<file path="src/rtl/dbg_insn_pkg.sv">
package dbg_insn_pkg;
  typedef enum logic [2:0] {
    OP_LD_DIR  = 3'd0,
    OP_LD_IND  = 3'd1,
    OP_ST_DIR  = 3'd2,
    OP_ST_IND  = 3'd3,
    OP_LD_CSR  = 3'd4,
    OP_REPEAT  = 3'd5,
    OP_ST_CSR  = 3'd6,
    OP_KEY     = 3'd7
  } op_e;

  localparam logic DIR_HOST = 1'b0;
  localparam logic DIR_DEV  = 1'b1;
endpackage

</file>
<file path="src/rtl/dbg_insn_dec.sv">
module dbg_insn_dec
  import dbg_insn_pkg::*;
#(
  parameter int unsigned LEN_W     = 4,
  parameter int unsigned REP_W     = 32,
  parameter int unsigned KEY_BYTES = 8
) (
  input  logic [2:0]       op_bits_i,
  input  logic [3:0]       arg_i,
  input  logic [REP_W-1:0] rep_cnt_i,
  output op_e              op_o,
  output logic [LEN_W-1:0] first_len_o,
  output logic             first_dir_o,
  output logic [LEN_W-1:0] rest_len_o,
  output logic             rest_dir_o,
  output logic [REP_W-1:0] rest_cnt_o,
  output logic             take_rep_o
);
  logic [LEN_W-1:0] asz, dsz;

  always_comb begin
    op_o        = op_e'(op_bits_i);
    asz         = LEN_W'(arg_i[3:2]) + LEN_W'(1);
    dsz         = LEN_W'(arg_i[1:0]) + LEN_W'(1);
    first_len_o = dsz;
    first_dir_o = DIR_HOST;
    rest_len_o  = dsz;
    rest_dir_o  = DIR_HOST;
    rest_cnt_o  = '0;
    take_rep_o  = 1'b0;
    unique case (op_o)
      OP_LD_DIR: begin
        first_len_o = asz;
        rest_dir_o  = DIR_DEV;
        rest_cnt_o  = REP_W'(1);
      end
      OP_LD_IND: begin
        first_dir_o = DIR_DEV;
        rest_dir_o  = DIR_DEV;
        rest_cnt_o  = rep_cnt_i;
        take_rep_o  = 1'b1;
      end
      OP_ST_DIR: begin
        first_len_o = asz;
        rest_cnt_o  = REP_W'(1);
      end
      OP_ST_IND: begin
        rest_cnt_o  = rep_cnt_i;
        take_rep_o  = 1'b1;
      end
      OP_LD_CSR: begin
        first_len_o = LEN_W'(1);
        first_dir_o = DIR_DEV;
      end
      OP_ST_CSR: first_len_o = LEN_W'(1);
      OP_KEY:    first_len_o = LEN_W'(KEY_BYTES);
      default:   ;
    endcase
  end
endmodule

</file>
<file path="src/rtl/dbg_item_asm.sv">
module dbg_item_asm #(
  parameter int unsigned ITEM_BYTES = 8,
  parameter int unsigned LEN_W      = 4,
  localparam int unsigned ITEM_W    = ITEM_BYTES * 8
) (
  input  logic              clk_i,
  input  logic              rst_ni,
  input  logic              push_i,
  input  logic [7:0]        byte_i,
  input  logic [LEN_W-1:0]  len_i,
  input  logic              dir_i,
  input  logic              abort_i,
  output logic              last_o,
  output logic [ITEM_W-1:0] full_o,
  output logic              item_vld_o,
  output logic [ITEM_W-1:0] item_data_o,
  output logic [LEN_W-1:0]  item_len_o,
  output logic              item_dir_o
);
  logic [LEN_W-1:0]  idx_q;
  logic [ITEM_W-1:0] acc_q;

  assign full_o = acc_q | (ITEM_W'(byte_i) << {idx_q, 3'b000});
  assign last_o = push_i && (idx_q == len_i - LEN_W'(1));

  always_ff @(posedge clk_i or negedge rst_ni) begin
    if (!rst_ni) begin
      idx_q       <= '0;
      acc_q       <= '0;
      item_vld_o  <= 1'b0;
      item_data_o <= '0;
      item_len_o  <= '0;
      item_dir_o  <= 1'b0;
    end else begin
      item_vld_o <= 1'b0;
      if (abort_i) begin
        idx_q <= '0;
        acc_q <= '0;
      end else if (push_i) begin
        if (last_o) begin
          item_vld_o  <= 1'b1;
          item_data_o <= full_o;
          item_len_o  <= len_i;
          item_dir_o  <= dir_i;
          idx_q       <= '0;
          acc_q       <= '0;
        end else begin
          acc_q <= full_o;
          idx_q <= idx_q + LEN_W'(1);
        end
      end
    end
  end

  p_upper_zero_r5: assert property (@(posedge clk_i) disable iff (!rst_ni)
    item_vld_o |-> ((item_data_o >> {item_len_o, 3'b000}) == '0));
  p_len_nonzero_r5: assert property (@(posedge clk_i) disable iff (!rst_ni)
    item_vld_o |-> (item_len_o != '0 && item_len_o <= LEN_W'(ITEM_BYTES)));
endmodule

</file>
<file path="src/rtl/dbg_rep_cnt.sv">
module dbg_rep_cnt #(
  parameter int unsigned REP_W = 32
) (
  input  logic             clk_i,
  input  logic             rst_ni,
  input  logic             load_i,
  input  logic [REP_W-1:0] val_i,
  input  logic             clr_i,
  output logic [REP_W-1:0] cnt_o
);
  always_ff @(posedge clk_i or negedge rst_ni) begin
    if (!rst_ni)     cnt_o <= '0;
    else if (clr_i)  cnt_o <= '0;
    else if (load_i) cnt_o <= val_i;
  end

  p_clear_r8: assert property (@(posedge clk_i) disable iff (!rst_ni)
    clr_i |=> (cnt_o == '0));
  p_load_r8: assert property (@(posedge clk_i) disable iff (!rst_ni)
    (load_i && !clr_i) |=> (cnt_o == $past(val_i)));
  p_hold_r9: assert property (@(posedge clk_i) disable iff (!rst_ni)
    (!load_i && !clr_i) |=> $stable(cnt_o));
endmodule

</file>
<file path="src/rtl/dbg_insn_seq.sv">
module dbg_insn_seq
  import dbg_insn_pkg::*;
#(
  parameter int unsigned ITEM_BYTES = 8,
  parameter int unsigned REP_W      = 32,
  localparam int unsigned LEN_W     = $clog2(ITEM_BYTES + 1),
  localparam int unsigned ITEM_W    = ITEM_BYTES * 8
) (
  input  logic              clk_i,
  input  logic              rst_ni,
  input  logic              byte_vld_i,
  input  logic [7:0]        byte_i,
  input  logic              brk_i,
  output logic              op_vld_o,
  output logic [2:0]        op_code_o,
  output logic [4:0]        op_arg_o,
  output logic              item_vld_o,
  output logic [ITEM_W-1:0] item_data_o,
  output logic [LEN_W-1:0]  item_len_o,
  output logic              item_dir_o,
  output logic              insn_done_o
);
  logic             busy_q, is_rep_q;
  logic [LEN_W-1:0] cur_len_q, rest_len_q;
  logic             cur_dir_q, rest_dir_q;
  logic [REP_W-1:0] rest_cnt_q, rep_cnt;

  op_e              dec_op;
  logic [LEN_W-1:0] dec_first_len, dec_rest_len;
  logic             dec_first_dir, dec_rest_dir, dec_take;
  logic [REP_W-1:0] dec_rest_cnt;

  logic              asm_last;
  logic [ITEM_W-1:0] asm_full;

  logic accept, op_fire, dat_fire, insn_end;
  assign accept   = byte_vld_i && !brk_i;   // break drops a coincident byte
  assign op_fire  = accept && !busy_q;
  assign dat_fire = accept && busy_q;
  assign insn_end = dat_fire && asm_last && (rest_cnt_q == '0);

  dbg_insn_dec #(.LEN_W(LEN_W), .REP_W(REP_W), .KEY_BYTES(ITEM_BYTES)) u_dec (
    .op_bits_i   (byte_i[7:5]),
    .arg_i       (byte_i[3:0]),
    .rep_cnt_i   (rep_cnt),
    .op_o        (dec_op),
    .first_len_o (dec_first_len),
    .first_dir_o (dec_first_dir),
    .rest_len_o  (dec_rest_len),
    .rest_dir_o  (dec_rest_dir),
    .rest_cnt_o  (dec_rest_cnt),
    .take_rep_o  (dec_take)
  );

  dbg_item_asm #(.ITEM_BYTES(ITEM_BYTES), .LEN_W(LEN_W)) u_asm (
    .clk_i       (clk_i),
    .rst_ni      (rst_ni),
    .push_i      (dat_fire),
    .byte_i      (byte_i),
    .len_i       (cur_len_q),
    .dir_i       (cur_dir_q),
    .abort_i     (brk_i),
    .last_o      (asm_last),
    .full_o      (asm_full),
    .item_vld_o  (item_vld_o),
    .item_data_o (item_data_o),
    .item_len_o  (item_len_o),
    .item_dir_o  (item_dir_o)
  );

  dbg_rep_cnt #(.REP_W(REP_W)) u_rep (
    .clk_i  (clk_i),
    .rst_ni (rst_ni),
    .load_i (insn_end && is_rep_q),
    .val_i  (asm_full[REP_W-1:0]),
    .clr_i  (brk_i || (op_fire && dec_take)),
    .cnt_o  (rep_cnt)
  );

  always_ff @(posedge clk_i or negedge rst_ni) begin
    if (!rst_ni) begin
      busy_q      <= 1'b0;
      is_rep_q    <= 1'b0;
      cur_len_q   <= '0;
      cur_dir_q   <= 1'b0;
      rest_len_q  <= '0;
      rest_dir_q  <= 1'b0;
      rest_cnt_q  <= '0;
      op_vld_o    <= 1'b0;
      op_code_o   <= '0;
      op_arg_o    <= '0;
      insn_done_o <= 1'b0;
    end else begin
      op_vld_o    <= op_fire;
      insn_done_o <= brk_i || insn_end;
      if (op_fire) begin
        op_code_o <= dec_op;
        op_arg_o  <= byte_i[4:0];
      end
      if (brk_i) begin
        busy_q <= 1'b0;
      end else if (op_fire) begin
        busy_q     <= 1'b1;
        is_rep_q   <= (dec_op == OP_REPEAT);
        cur_len_q  <= dec_first_len;
        cur_dir_q  <= dec_first_dir;
        rest_len_q <= dec_rest_len;
        rest_dir_q <= dec_rest_dir;
        rest_cnt_q <= dec_rest_cnt;
      end else if (dat_fire && asm_last) begin
        if (rest_cnt_q == '0) begin
          busy_q <= 1'b0;
        end else begin
          cur_len_q  <= rest_len_q;
          cur_dir_q  <= rest_dir_q;
          rest_cnt_q <= rest_cnt_q - REP_W'(1);
        end
      end
    end
  end

  p_brk_done_r10: assert property (@(posedge clk_i) disable iff (!rst_ni)
    brk_i |=> insn_done_o);
  p_brk_drop_r11: assert property (@(posedge clk_i) disable iff (!rst_ni)
    brk_i |=> (!op_vld_o && !item_vld_o));
  p_single_strobe_r2: assert property (@(posedge clk_i) disable iff (!rst_ni)
    !(op_vld_o && item_vld_o));
  p_done_cause_r12: assert property (@(posedge clk_i) disable iff (!rst_ni)
    insn_done_o |-> (item_vld_o || $past(brk_i)));
  p_op_when_idle_r2: assert property (@(posedge clk_i) disable iff (!rst_ni)
    (byte_vld_i && !brk_i && !busy_q) |=> (op_vld_o && busy_q));
endmodule

</file>
<file path="config.mk">
export PLATFORM = sky130hd
export DESIGN_NAME = dbg_insn_seq
export DESIGN_NICKNAME = d
export VERILOG_FILES = /design/src/rtl/dbg_insn_pkg.sv /design/src/rtl/dbg_insn_dec.sv /design/src/rtl/dbg_item_asm.sv /design/src/rtl/dbg_rep_cnt.sv /design/src/rtl/dbg_insn_seq.sv
export SDC_FILE = /design/constraint.sdc
export NUM_CORES = 1
export LEC_CHECK = 0
export BUFFER_PORTS_ARGS = -buffer_cell sky130_fd_sc_hd__buf_4
export CAP_MARGIN = 20
export CORE_UTILIZATION = 35
export DETAILED_ROUTE_END_ITERATION = 7
export PLACE_DENSITY_LB_ADDON = 0.15
export SLEW_MARGIN = 10
export SYNTH_ARGS = -nofsm -noshare
export SYNTH_HDL_FRONTEND = slang
export SYNTH_SLANG_ARGS = --single-unit
</file>
<file path="constraint.sdc">
create_clock -name clk_i -period 8 [get_ports clk_i]
set_input_delay 1.6 -clock clk_i [delete_from_list [all_inputs] [get_ports clk_i]]
set_output_delay 1.6 -clock clk_i [all_outputs]
set_load 0.02 [all_outputs]
</file>
### Yosys cells after proc, flatten, opt, wreduce, memory -nomap -nowiden

Index checks and enable logic that the tools add are counted.

| word-level totals | value |
|---|---|
| output and inout bits | 80 |
| register bits | 224 |

| operators by class | value |
|---|---|
| multiplexer cells | 29 |
| add/subtract/negate cells | 5 |
| reduce and logical (&&, ||, !) cells | 28 |
| bitwise operators | 2 |
| eq/ne operators | 9 |
| shift operators | 1 |

Operator list:

| kind | count |
|---|---|
| 64-bit 2-to-1 mux | 3 |
| 32-bit 2-to-1 mux | 5 |
| 64-bit bitwise OR | 1 |
| 32-bit case mux with 2 select lines | 1 |
| 8-bit by 7-bit << shifter with 64-bit output | 1 |
| 32-bit logical NOT | 1 |
| 32-bit by 1-bit subtractor with 32-bit output (second input constant) | 1 |
| 4-bit 2-to-1 mux | 6 |
| 1-bit 2-to-1 mux | 13 |
| 3-bit == test (second input constant) | 4 |
| 4-bit case mux with 3 select lines | 1 |
| 2-bit OR reduction | 5 |
| 1-bit logical AND | 8 |
| 2-bit by 1-bit adder with 3-bit output (second input constant) | 2 |
| 3-bit by 2-bit == test with 1-bit output (second input constant) | 2 |
| 3-bit AND reduction | 2 |
| 2-bit nonzero test | 3 |
| 3-bit nonzero test | 2 |
| 4-bit by 1-bit adder with 4-bit output (second input constant) | 1 |
| 4-bit == test | 1 |
| 2-bit AND reduction | 2 |
| 4-bit by 1-bit subtractor with 4-bit output (second input constant) | 1 |
| 3-bit by 1-bit == test with 1-bit output (second input constant) | 1 |
| 3-bit logical NOT | 1 |
| 4 further kinds | 6 |

### Depth between registers and ports, before layout

Gate-level depths: netlist of the first run.

| depth | value |
|---|---|
| depth in word-level cells | 9 |
| depth in mapped cells | 11 |

### Modules after synthesis

Synthesis of the first run repeated with hierarchy kept, for this count alone.

| unflattened totals | value |
|---|---|
| cell total of the unflattened synthesis | 1038 |
| area, all modules | 10720.3 µm² |

By module, submodules not included:

| module | area an instance (µm²) | cells an instance | times used |
|---|---|---|---|
| dbg_item_asm | 6114.6 | 551 | 1 |
| dbg_insn_seq | 2856.5 | 325 | 1 |
| dbg_rep_cnt | 1323.8 | 103 | 1 |
| dbg_insn_dec | 425.4 | 59 | 1 |

### Worst setup path before layout of the first run

OpenSTA, ideal clock, no wires.

| path | value |
|---|---|
| path type | input-to-reg |
| start point | input port brk_i |
| end point | register rest_cnt_q[17] |
| stages on the path | 6 |
| path buffers | 1 |
| arrival time | 3405 ps |
| setup slack | 4474 ps |
| cell sequence | nand3b_1 -> or3_1 -> or3_1 -> buf_6 -> or4_1 -> a32o_1 |

| on the way | value |
|---|---|
| word-level cells in the longest chain between the ends | 7 |
| elaborated cells on any way between the ends | 11 |

Ends and longest elaborated chain:

| item | RTL line | RTL |
|---|---|---|
| from (decl) | dbg_insn_seq.sv:13 | `input logic brk_i,` |
| 1-bit logical NOT | dbg_insn_seq.sv:37 | `assign accept = byte_vld_i && !brk_i;` |
| 1-bit logical AND | dbg_insn_seq.sv:37 |  |
| 1-bit logical AND | dbg_insn_seq.sv:39 | `assign dat_fire = accept && busy_q;` |
| 1-bit logical AND | dbg_item_asm.sv:24 | `assign last_o = push_i && (idx_q == len_i - LEN_W'(1));` |
| 1-bit logical AND | dbg_insn_seq.sv:110 | `end else if (dat_fire && asm_last) begin` |
| 2-bit nonzero test (no source line) | -- |  |
| 3-bit AND reduction (no source line) | -- |  |
| to (signal assigned) | dbg_insn_seq.sv:109 | `rest_cnt_q <= dec_rest_cnt;` |
| to (signal assigned) | dbg_insn_seq.sv:116 | `rest_cnt_q <= rest_cnt_q - REP_W'(1);` |
| to (decl) | dbg_insn_seq.sv:26 | `logic [REP_W-1:0] rest_cnt_q, rep_cnt;` |

Several ways; a longest one is shown, not always the timed one.
A chain may end at the register's enable or synchronous reset.

### Final worst setup path of the first run

| path | value |
|---|---|
| start point | input port brk_i |
| end point | register u_rep.cnt_o[22] |

| on the way | value |
|---|---|
| word-level cells in the longest chain between the ends | 8 |
| elaborated cells on any way between the ends | 12 |

Ends and longest elaborated chain:

| item | RTL line | RTL |
|---|---|---|
| 1-bit logical NOT | dbg_insn_seq.sv:37 |  |
| 1-bit logical AND | dbg_insn_seq.sv:37 |  |
| 1-bit logical AND | dbg_insn_seq.sv:39 |  |
| 1-bit logical AND | dbg_item_asm.sv:24 |  |
| 1-bit logical AND (2 in a row) | dbg_insn_seq.sv:40 | `assign insn_end = dat_fire && asm_last && (rest_cnt_q == '0);` |
| 1-bit logical AND | dbg_insn_seq.sv:74 | `.load_i (insn_end && is_rep_q),` |
| 2-bit nonzero test (no source line) | -- |  |
| to (signal assigned) | dbg_rep_cnt.sv:14 | `else if (load_i) cnt_o <= val_i;` |
| to (decl) | dbg_rep_cnt.sv:9 | `output logic [REP_W-1:0] cnt_o` |

Several ways; a longest one is shown, not always the timed one.

==> flow_metrics.py, run 1 <==
metrics = {
    "finish": {
        "fin_nets": 1030,
        "antenna_cells": 0,
        "area_delta_synth_final_pct": 18.62,
        "design_area_mm2": 0.01184,
        "drive_gt1_frac": 0.1642,
        "fillers": 2744,
    },
    "setup_path": {
        "cp_cell_sequence": "buf_4, nand3b_1, or3_1, or3_1, inv_4, nand4_1, buf_4, mux2i_1",
        "path_class": "input port to register",
        "critPathLaunchType": "input port",
        "max_stage_delay_ns": 0.91,
        "critPathMaxFanout": 74,
        "required_ns": 8.38,
        "cp_slowest_cell": "nand4_1",
        "worstPathArrival_ns": 5.27,
        "end_kind": "register",
    },
    "pwr": {
        "leakage_nw": 5.566,
        "cellPowerDensity_mw_per_mm2": 319.4,
        "fin_total_pwr_mw": 3.781,
        "peakVddDrop_v": 0.0002140,
    },
    "timing": {
        "setup_viol": 0,
        "clock.fmax_ghz": 0.2047,
        "worst_pin_slew_ns": 1.037,
        "grt_setup_unrepaired": "no",
        "finalSetupTns_ns": 0,
        "fin_skew_ns": 0.008520,
        "max-slew-margin-rel": 0.3064,
        "slew_violations": 0,
        "setup_slack_ns": 3.115,
        "finalHoldViolCount": 0,
        "period_share": 0.6107,
        "layout_min_cycle_time_ns": 4.885,
    },
    "floorplan": {
        "die-area_mm2": 0.02919,
        "die_y_um": 170.9,
        "ios": 92,
        "die_x_um": 170.9,
        "initial_core_util": 0.3573,
        "rows": 61,
        "core_mm2": 0.02793,
    },
    "clocking": {
        "cts.repair.resized": 0,
        "cts_tree": "yes",
        "cts_sinks": 223,
        "htreeDepth": 1,
        "insertion_delay_ns": 0.51,
        "postCtsSetupRepairBufs": 0,
        "hold_buffers": 0,
        "cts-root-buf": "clkbuf_16",
        "clockBufferDepth": 3,
        "cts_made_buffers": 25,
        "clkTransAtPathRegs_ns": 0.06,
    },
    "yosys": {
        "syn_nets": 981,
        "synthFlopType": "dfrtp_1",
        "async_flop_share": 1.000,
        "syn_inst": 964,
        "synth_seq_cells": 223,
        "ys_types": 59,
        "syn-cell-area_mm2": 0.009980,
        "postSynthAreaPerCell_um2": 10.35,
        "yosysWarningCount": 0,
        "seq_area_frac_synth": 0.5592,
        "synth_edf_count": 0,
    },
    "global_routing": {
        "grt_pass1_wl_mm": 43.48,
        "grt_pass1_vias": 7402,
        "gr-usage-met1": 0.2788,
        "grt_remaining_overflow": 0,
        "grt_max_degree": 93,
        "antenna_found_initial": 0,
        "track_usage": 0.1898,
        "use_met2": 0.2953,
        "busiest_layer": "met2",
        "grt_util_met3": 0.02498,
    },
    "run_status": {
        "status": "complete, no violations",
    },
    "route": {
        "drc": 0,
        "drt_iter0_drc": 586,
        "totalWireLength_mm": 27.41,
        "vias": 7737,
        "ant_nets": 0,
        "vias_per_cell": 5.499,
        "drt_pass1_iterations": 5,
        "wire_per_inst_um": 19.48,
    },
    "placed_design": {
        "dp_slack_ns": 2.566,
        "placed_area_mm2": 0.01093,
        "gp_routability_congestion": 0.7862,
        "dpl.hpwl_mm": 17.01,
        "port_buffers": 91,
    },
    "worst_hold_path": {
        "hp-class": "register to register",
    },
    "job": {
        "drv_cap": 0,
    },
}
==> through the flow <==
stage	hold slack, ns	util	instances
2_1_floorplan	0.4332	-	964
3_5_place_dp	0.4586	0.3914	1362
5_1_grt	0.4979	0.4238	1407
3_3_place_gp	0.4539	0.3914	1362
6_report	0.4634	0.4238	1407
4_1_cts	0.4722	0.4218	1405
==> flip-flops by register name, summed over array words and instances, names as in the netlist <==
register           cells
u_asm.acc_q           64
u_asm.item_data_o     64
rest_cnt_q            32
u_rep.cnt_o           32
op_arg_o               5
cur_len_q              4
u_asm.idx_q            4
u_asm.item_len_o       4
op_code_o              3
rest_len_q             3
busy_q                 1
cur_dir_q              1
insn_done_o            1
is_rep_q               1
op_vld_o               1
rest_dir_q             1
u_asm.item_dir_o       1
u_asm.item_vld_o       1
==> critical path: cells and delay by family <==
| family | cells | cell delay, ns |
|---|---|---|
| AND/OR/NAND/NOR | 4 | 2.18 |
| buffers and inverters | 3 | 1.29 |
| multiplexers | 1 | 0.16 |
==> cells in the mapped netlist, types with 5 or more instances <==
library cell	count	share of area
a211oi_1	8	0.0060
a21oi_1	145	0.073
a31oi_1	5	0.0031
a32o_1	73	0.073
and2_1	5	0.0031
and3_1	6	0.0038
buf_1	6	0.0023
buf_2	22	0.011
clkbuf_1	57	0.021
dfrtp_1	223	0.56
ha_1	5	0.0063
inv_1	8	0.0030
mux2_2	7	0.0079
mux2i_1	33	0.033
nand2_1	100	0.038
nand2b_1	9	0.0056
nand3_1	13	0.0065
nand4_1	20	0.013
nor2_1	90	0.034
nor3_1	16	0.0080
nor4_1	10	0.0063
o211a_1	8	0.0080
o21ai_0	16	0.0080
o311a_1	5	0.0050
xnor2_1	7	0.0061
==> area by class of cell <==
type                       count  area (um2)  share of cell area
clock inverter                 9       128.9             0.01089
multi-input combinational    645        4034              0.3408
sequential                   223        5580              0.4714
clock buffer                  34       719.4             0.06078
timing repair buffer         109       865.8             0.07314
tap                          378       473.0             0.03995
inverter                       9       36.28            0.003065
==> placed cells by master (no fill, tap or decap), types with 4 or more instances in the layout <==
| cell | n |
|---|---|
| a211o_1 | 4 |
| a211oi_1 | 8 |
| a21oi_1 | 145 |
| a31oi_1 | 5 |
| a32o_1 | 73 |
| and2_1 | 5 |
| and3_1 | 6 |
| buf_4 | 106 |
| clkbuf_16 | 25 |
| clkbuf_8 | 6 |
| dfrtp_1 | 223 |
| ha_1 | 5 |
| inv_1 | 7 |
| mux2_2 | 7 |
| mux2i_1 | 33 |
| nand2_1 | 100 |
| nand2b_1 | 9 |
| nand3_1 | 13 |
| nand4_1 | 20 |
| nor2_1 | 88 |
| nor2b_1 | 4 |
| nor3_1 | 14 |
| nor3b_1 | 4 |
| nor4_1 | 9 |
| o2111a_1 | 4 |
| o211a_1 | 8 |
| o21ai_0 | 16 |
| o311a_1 | 4 |
| or3_1 | 4 |
| or4_1 | 4 |
| xnor2_1 | 7 |
==> where the power goes <==
group / internal [mW] / switching (mW)
sequential: 1.35 / 0.154
combinational: 0.447 / 0.646
clock: 0.723 / 0.466
==> per-layer routing <==
metal  share of wire  up-vias
met5               0        -
met4           0.017        0
met3           0.040       35
met2            0.46      158
met1            0.48     3876
li1                -     3668
==> path summary, 6_finish.rpt <==
path | startpoint | endpoint | slack (ns) | cells past startpoint
hold / removal | rest_len_q[2]$_DFFE_PN0P_ | rest_len_q[2]$_DFFE_PN0P_ | 0.46 | 2
setup reg to reg | cur_len_q[0]$_DFFE_PN0P_ | u_rep.cnt_o[22]$_DFFE_PN0P_ | 3.71 | 9
min in group asynchronous | rst_ni | insn_done_o$_DFF_PN0_ | 1.02 | 1
setup / recovery | brk_i | u_rep.cnt_o[22]$_DFFE_PN0P_ | 3.11 | 8
max in group asynchronous | rst_ni | u_asm.item_data_o[34]$_DFFE_PN0P_ | 5.86 | 3
hold reg to reg | rest_len_q[2]$_DFFE_PN0P_ | rest_len_q[2]$_DFFE_PN0P_ | 0.46 | 2
==> logic make-up after synthesis <==
group / after synthesis / share of synthesized area
compound gates: 298 / 0.2099
simple gates: 295 / 0.1375
flops: 223 / 0.5592
buf+inv: 96 / 0.04000
mux: 40 / 0.04100
xor+xnor: 7 / 0.006144
fa+ha+maj: 5 / 0.006269
Power figures use the tool's default switching activity.
==> run 2, diff against run 1 <==
- ABC_AREA: not set -> 1
- clock period: 8 -> 4.22 ns (I/O delays scaled with it)
==> flow_metrics.py, run 2 <==
metrics = {
    "yosys": {
        "synth_top_cell_area_share": 0.5349,
        "ys_top_cells_by_count": "433 x nand2_1, 223 x dfrtp_1, 119 x o21ai_0",
        "syn_nets": 1309,
        "synth.area.top_cells": "dfrtp_1 53%, nand2_1 16%, o21ai_0 5.7%",
        "syn_inst": 1292,
        "syn-cell-area_mm2": 0.01043,
        "ys_types": 36,
        "synthFlopType": "dfrtp_1",
        "postSynthAreaPerCell_um2": 8.075,
        "synth.most_common_cell": "nand2_1",
        "synth_edf_count": 0,
        "synth_seq_cells": 223,
        "async_flop_share": 1.000,
        "seq_area_frac_synth": 0.5349,
        "synth_top_cell_by_area": "dfrtp_1",
        "yosysWarningCount": 0,
    },
    "finish": {
        "postLayoutCoreUtil": 0.4213,
        "antenna_cells": 0,
        "fillers": 3036,
        "area_delta_synth_final_pct": 17.16,
        "top_regs": "u_asm.acc_q x64, u_asm.item_data_o x64",
        "layout_commonest_cell": "nand2_1",
        "final_cell_mix": "432 x nand2_1, 223 x dfrtp_1, 119 x o21ai_0",
        "fin_nets": 1374,
        "drive_gt1_frac": 0.1344,
    },
    "clocking": {
        "insertion_delay_ns": 0.54,
        "htreeDepth": 1,
        "postCtsSetupRepairBufs": 0,
        "cts.repair.resized": 0,
        "clkTransAtPathRegs_ns": 0.06,
        "cts_sinks": 223,
        "hold_buffers": 0,
        "cts_made_buffers": 26,
        "cts-root-buf": "clkbuf_16",
        "clockBufferDepth": 3,
        "cts_tree": "yes",
    },
    "placed_design": {
        "dpl.hpwl_mm": 21.19,
        "port_buffers": 91,
        "gp_routability_congestion": 0.8917,
    },
    "pwr": {
        "p_switching_mw": 2.320,
        "fin_total_pwr_mw": 6.570,
        "netSwitchingFraction": 0.3531,
        "p_comb_frac": 0.275,
        "p_seq_frac": 0.385,
        "clockPowerShare": 0.341,
        "p_int_mw": 4.250,
        "leakage_nw": 6.187,
        "peakVddDrop_v": 0.0003437,
        "cellPowerDensity_mw_per_mm2": 537.5,
    },
    "route": {
        "wire_per_inst_um": 16.92,
        "vias": 8570,
        "drc": 0,
        "ant_nets": 0,
        "drt_pass1_iterations": 5,
        "drt_iter0_drc": 702,
        "vias_per_cell": 4.869,
        "totalWireLength_mm": 29.79,
    },
    "timing": {
        "max-slew-margin-rel": 0.3222,
        "holdWs_ns": 0.3914,
        "finalSetupTns_ns": 0,
        "slew_violations": 0,
        "setup_viol": 0,
        "worst_pin_slew_ns": 1.016,
        "layout_min_cycle_time_ns": 2.896,
        "finalHoldViolCount": 0,
        "grt_setup_unrepaired": "no",
        "fin_skew_ns": 0.02003,
        "period_share": 0.6861,
        "clock.fmax_ghz": 0.3454,
    },
    "job": {
        "drv_cap": 0,
    },
    "floorplan": {
        "rows": 62,
        "core_mm2": 0.02901,
        "ios": 92,
        "die-area_mm2": 0.03050,
        "initial_core_util": 0.3596,
        "die_y_um": 174.6,
        "die_x_um": 174.6,
    },
    "setup_path": {
        "worstPathArrival_ns": 3.35,
        "required_ns": 4.67,
        "worst-r2r-cell-count": 11,
        "end_kind": "register",
        "critPathLaunchType": "register",
        "path_class": "register to register",
        "critPathMaxFanout": 37,
    },
    "global_routing": {
        "grt_max_degree": 111,
        "grt_pass1_vias": 8284,
        "grt_pass1_wl_mm": 47.84,
        "track_usage": 0.1986,
        "antenna_found_initial": 0,
        "grt_remaining_overflow": 0,
    },
    "run_status": {
        "status": "complete, no violations",
    },
    "worst_hold_path": {
        "hp-class": "input port to async pin",
    },
}
==> run 2: cell types whose count changed in the layout (fill, tap and decap cells not counted), moves of 9 or more <==
cell	before	now
o21ai_0	16	119
inv_1	7	85
mux2i_1	33	0
nand4_1	20	5
nand2b_1	9	0
a32o_1	73	0
nand2_1	100	432
nand3_1	13	60
nor3_1	14	28
o21ai_2	1	13
a21oi_1	145	114
nor4_1	9	0
==> run 2: metal layers <==
metal,wire length [um],up-vias,part of all wire,GRT usage
met2,13310,165,0.45,0.3009
met4,557,0,0.019,0.04638
met3,1148,34,0.039,0.02459
met1,14770,4081,0.50,0.3005
li1,-,4290,-,-
met5,0,-,0,0
==> run 2: final cells by class <==
cell class / count / area, um2 / share of cell area
inverters: 92 / 355.3 / 0.02907
repair buffers: 102 / 810.8 / 0.06633
flip-flops and latches: 223 / 5580 / 0.4565
well taps: 384 / 480.5 / 0.03931
clock inverters: 8 / 76.32 / 0.006244
multi-input cells: 912 / 4140 / 0.3387
clock buffers: 39 / 779.5 / 0.06377
==> run 2: kinds of logic after synthesis <==
kind of cell    after synthesis  synth area share
compound gates              264            0.1352
xor+xnor                      5          0.004198
fa+ha+maj                     5          0.005997
buf+inv                     157           0.06968
flops                       223            0.5349
simple gates                638            0.2501
==> run 2: final timing paths <==
check                                      startpoint                         end  slack (ns)
setup / recovery           u_asm.idx_q[0]$_DFFE_PN0P_   rest_cnt_q[2]$_DFFE_PN0P_        1.32
hold reg to reg             rest_len_q[1]$_DFFE_PN0P_   rest_len_q[1]$_DFFE_PN0P_        0.47
min in group clk_i          rest_len_q[1]$_DFFE_PN0P_   rest_len_q[1]$_DFFE_PN0P_        0.47
hold / removal                                 rst_ni     op_arg_o[0]$_DFFE_PN0P_        0.39
setup reg to reg           u_asm.idx_q[0]$_DFFE_PN0P_   rest_cnt_q[2]$_DFFE_PN0P_        1.32
max in group asynchronous                      rst_ni  rest_cnt_q[25]$_DFFE_PN0P_        2.96
==> run 2: stage by stage <==
step | cells | area, um2 | setup slack (ns)
6_report | 1760 | 12220 | 1.324
5_1_grt | 1760 | 12220 | 0.9440
4_1_cts | 1760 | 12220 | 1.282
3_5_place_dp | 1713 | 11370 | 1.106
3_3_place_gp | 1713 | 11370 | 1.188
2_1_floorplan | 1292 | 10430 | 2.221
==> run 2: worst max-delay path: stages (launching register included) <==
cell     delay, ns
dfrtp_1       0.79
nor2_1        0.08
nor2_1        0.12
nand2_1       0.09
nor2_2        0.13
nand3_4       0.34
nand2_2       0.19
nand2_2       0.16
inv_2         0.24
buf_4         0.44
nand2_1       0.12
o21ai_2       0.07
==> run 2: power groups by stage <==
stage          registers (mW)  clock network, mW  logic, mW
2_1_floorplan            2.56                  0       1.28
3_3_place_gp             2.56                  0       1.81
3_5_place_dp             2.56                  0       1.81
4_1_cts                  2.53               2.29       1.81
5_1_grt                  2.55               2.37       2.07
6_report                 2.53               2.24       1.80
==> run 3, diff against run 2 <==
- clock period: 4.22 -> 2.8 ns (I/O delays scaled with it)
==> flow_metrics.py, run 3 (synthesis results as in run 2) <==
metrics = {
    "timing": {
        "finalHoldViolCount": 4,
        "period_share": 0.8317,
        "fin_skew_ns": 0.02247,
        "finalSetupTns_ns": 0,
        "worst_pin_slew_ns": 1.011,
        "slew_violations": 0,
        "holdWs_ns": -0.01690,
        "setup_viol": 0,
        "max-slew-margin-rel": 0.3251,
        "clock.fmax_ghz": 0.4294,
        "grt_setup_unrepaired": "no",
        "layout_min_cycle_time_ns": 2.329,
    },
    "finish": {
        "area_delta_synth_final_pct": 17.83,
        "final_cell_mix": "432 x nand2_1, 223 x dfrtp_1, 119 x o21ai_0",
        "layout_commonest_cell": "nand2_1",
        "drive_gt1_frac": 0.1397,
        "postLayoutCoreUtil": 0.4237,
        "top_regs": "u_asm.acc_q x64, u_asm.item_data_o x64",
        "antenna_cells": 0,
        "fillers": 3003,
        "fin_nets": 1386,
    },
    "placed_design": {
        "port_buffers": 91,
        "gp_routability_congestion": 0.8673,
        "dpl.hpwl_mm": 21.40,
    },
    "pwr": {
        "p_switching_mw": 3.466,
        "p_seq_frac": 0.391,
        "clockPowerShare": 0.326,
        "peakVddDrop_v": 0.0003049,
        "p_comb_frac": 0.283,
        "netSwitchingFraction": 0.3566,
        "p_int_mw": 6.255,
        "leakage_nw": 6.231,
        "cellPowerDensity_mw_per_mm2": 790.7,
        "fin_total_pwr_mw": 9.721,
    },
    "setup_path": {
        "required_ns": 3.21,
        "r2r-end": "rest_cnt_q[22]$_DFFE_PN0P_",
        "r2r_start": "cur_len_q[0]$_DFFE_PN0P_",
        "critPathLaunchType": "register",
        "path_class": "register to register",
        "reg2reg_slack_ns": 0.47,
        "end_kind": "register",
        "endpoint": "rest_cnt_q[22]$_DFFE_PN0P_",
        "startpoint": "cur_len_q[0]$_DFFE_PN0P_",
        "critPathMaxFanout": 12,
        "worst-r2r-cell-count": 12,
        "worstPathArrival_ns": 2.74,
    },
    "floorplan": {
        "ios": 92,
        "initial_core_util": 0.3596,
        "rows": 62,
        "die_x_um": 174.6,
        "core_mm2": 0.02901,
        "die_y_um": 174.6,
        "die-area_mm2": 0.03050,
    },
    "clocking": {
        "cts.repair.resized": 0,
        "cts_tree": "yes",
        "hold_buffers": 0,
        "htreeDepth": 1,
        "cts_sinks": 223,
        "cts-root-buf": "clkbuf_16",
        "postCtsSetupRepairBufs": 0,
        "insertion_delay_ns": 0.54,
        "clkTransAtPathRegs_ns": 0.06,
        "cts_made_buffers": 26,
        "clockBufferDepth": 3,
    },
    "route": {
        "totalWireLength_mm": 30.01,
        "wire_per_inst_um": 16.99,
        "drt_pass1_iterations": 5,
        "drt_iter0_drc": 713,
        "ant_nets": 0,
        "drc": 0,
        "vias": 8631,
        "vias_per_cell": 4.887,
    },
    "global_routing": {
        "grt_pass1_vias": 8571,
        "grt_remaining_overflow": 0,
        "track_usage": 0.1999,
        "grt_pass1_wl_mm": 48.22,
        "antenna_found_initial": 0,
        "grt_max_degree": 104,
    },
    "run_status": {
        "status": "finished, violations left",
        "violations": "hold timing",
    },
    "worst_hold_path": {
        "hp-class": "input port to async pin",
    },
    "job": {
        "drv_cap": 0,
    },
}
run 3: changes by cell type in the layout (fill, tap and decap cells not counted), sizes merged:
cell,change
buf,+12
bufinv,-1
clkbuf,-4
clkinv,-1
run 3: final cells by class:
class	count	area, um2	share of cell area
clock buffer	35	744.5	0.06056
clock inverter	6	41.29	0.003359
inverter	92	355.3	0.02891
multi-input combinational	912	4140	0.3368
sequential	223	5580	0.4539
tap	384	480.5	0.03908
timing repair buffer	114	950.9	0.07735
run 3: worst max-delay path: stages, from the launching register on:
cell and delay (ns):
dfrtp_1 0.38, inv_1 0.10, ha_1 0.31, inv_1 0.06
nand2_1 0.04, nand2_1 0.06, nand2_1 0.06, nor2_2 0.12
nand3_4 0.19, inv_1 0.16, nand2_1 0.35, o21bai_1 0.28
nand2_1 0.08
run 3: layer usage:
metal  vias up  part of all wire  wire length, um  GRT usage
li1       4319                 -                -          -
met1      4061              0.47            14200     0.2862
met2       200              0.44            13160     0.3029
met3        51             0.052             1570    0.03242
met4         0             0.036             1078    0.07572
met5         -                 0                0          0
run 3: power by group through the flow:
stage / sequential, mW / clock (mW) / combinational, mW
floorplan: 3.85 / 0 / 1.93
global placement: 3.85 / 0 / 2.74
detailed placement: 3.84 / 0 / 2.76
CTS: 3.79 / 3.26 / 2.77
global route: 3.84 / 3.39 / 3.13
finish: 3.80 / 3.17 / 2.75
run 3: worst min-delay path by stage:
| stage | end | start | cells after the start |
|---|---|---|---|
| finish | op_vld_o$_DFF_PN0_ | rst_ni | 1 |
| global route | op_vld_o$_DFF_PN0_ | rst_ni | 1 |
| CTS | rest_cnt_q[2]$_DFFE_PN0P_ | rst_ni | 1 |
| detailed placement | rest_len_q[2]$_DFFE_PN0P_ | rest_len_q[2]$_DFFE_PN0P_ | 2 |
| global placement | rest_len_q[0]$_DFFE_PN0P_ | rest_len_q[0]$_DFFE_PN0P_ | 2 |
| floorplan | busy_q$_DFFE_PN0P_ | rst_ni | 0 |
run 3: through the flow:
stage | cell area, um2 | cells | hold WS (ns) | worst slack, ns
2_1_floorplan | 10430 | 1292 | 0.2644 | 0.9766
6_report | 12290 | 1766 | -0.01690 | 0.4713
5_1_grt | 12290 | 1766 | 0.02353 | 0.1943
3_3_place_gp | 11510 | 1725 | 0.4624 | 0.5162
3_5_place_dp | 11510 | 1725 | 0.4643 | 0.4797
4_1_cts | 12290 | 1766 | 0.02067 | 0.4570
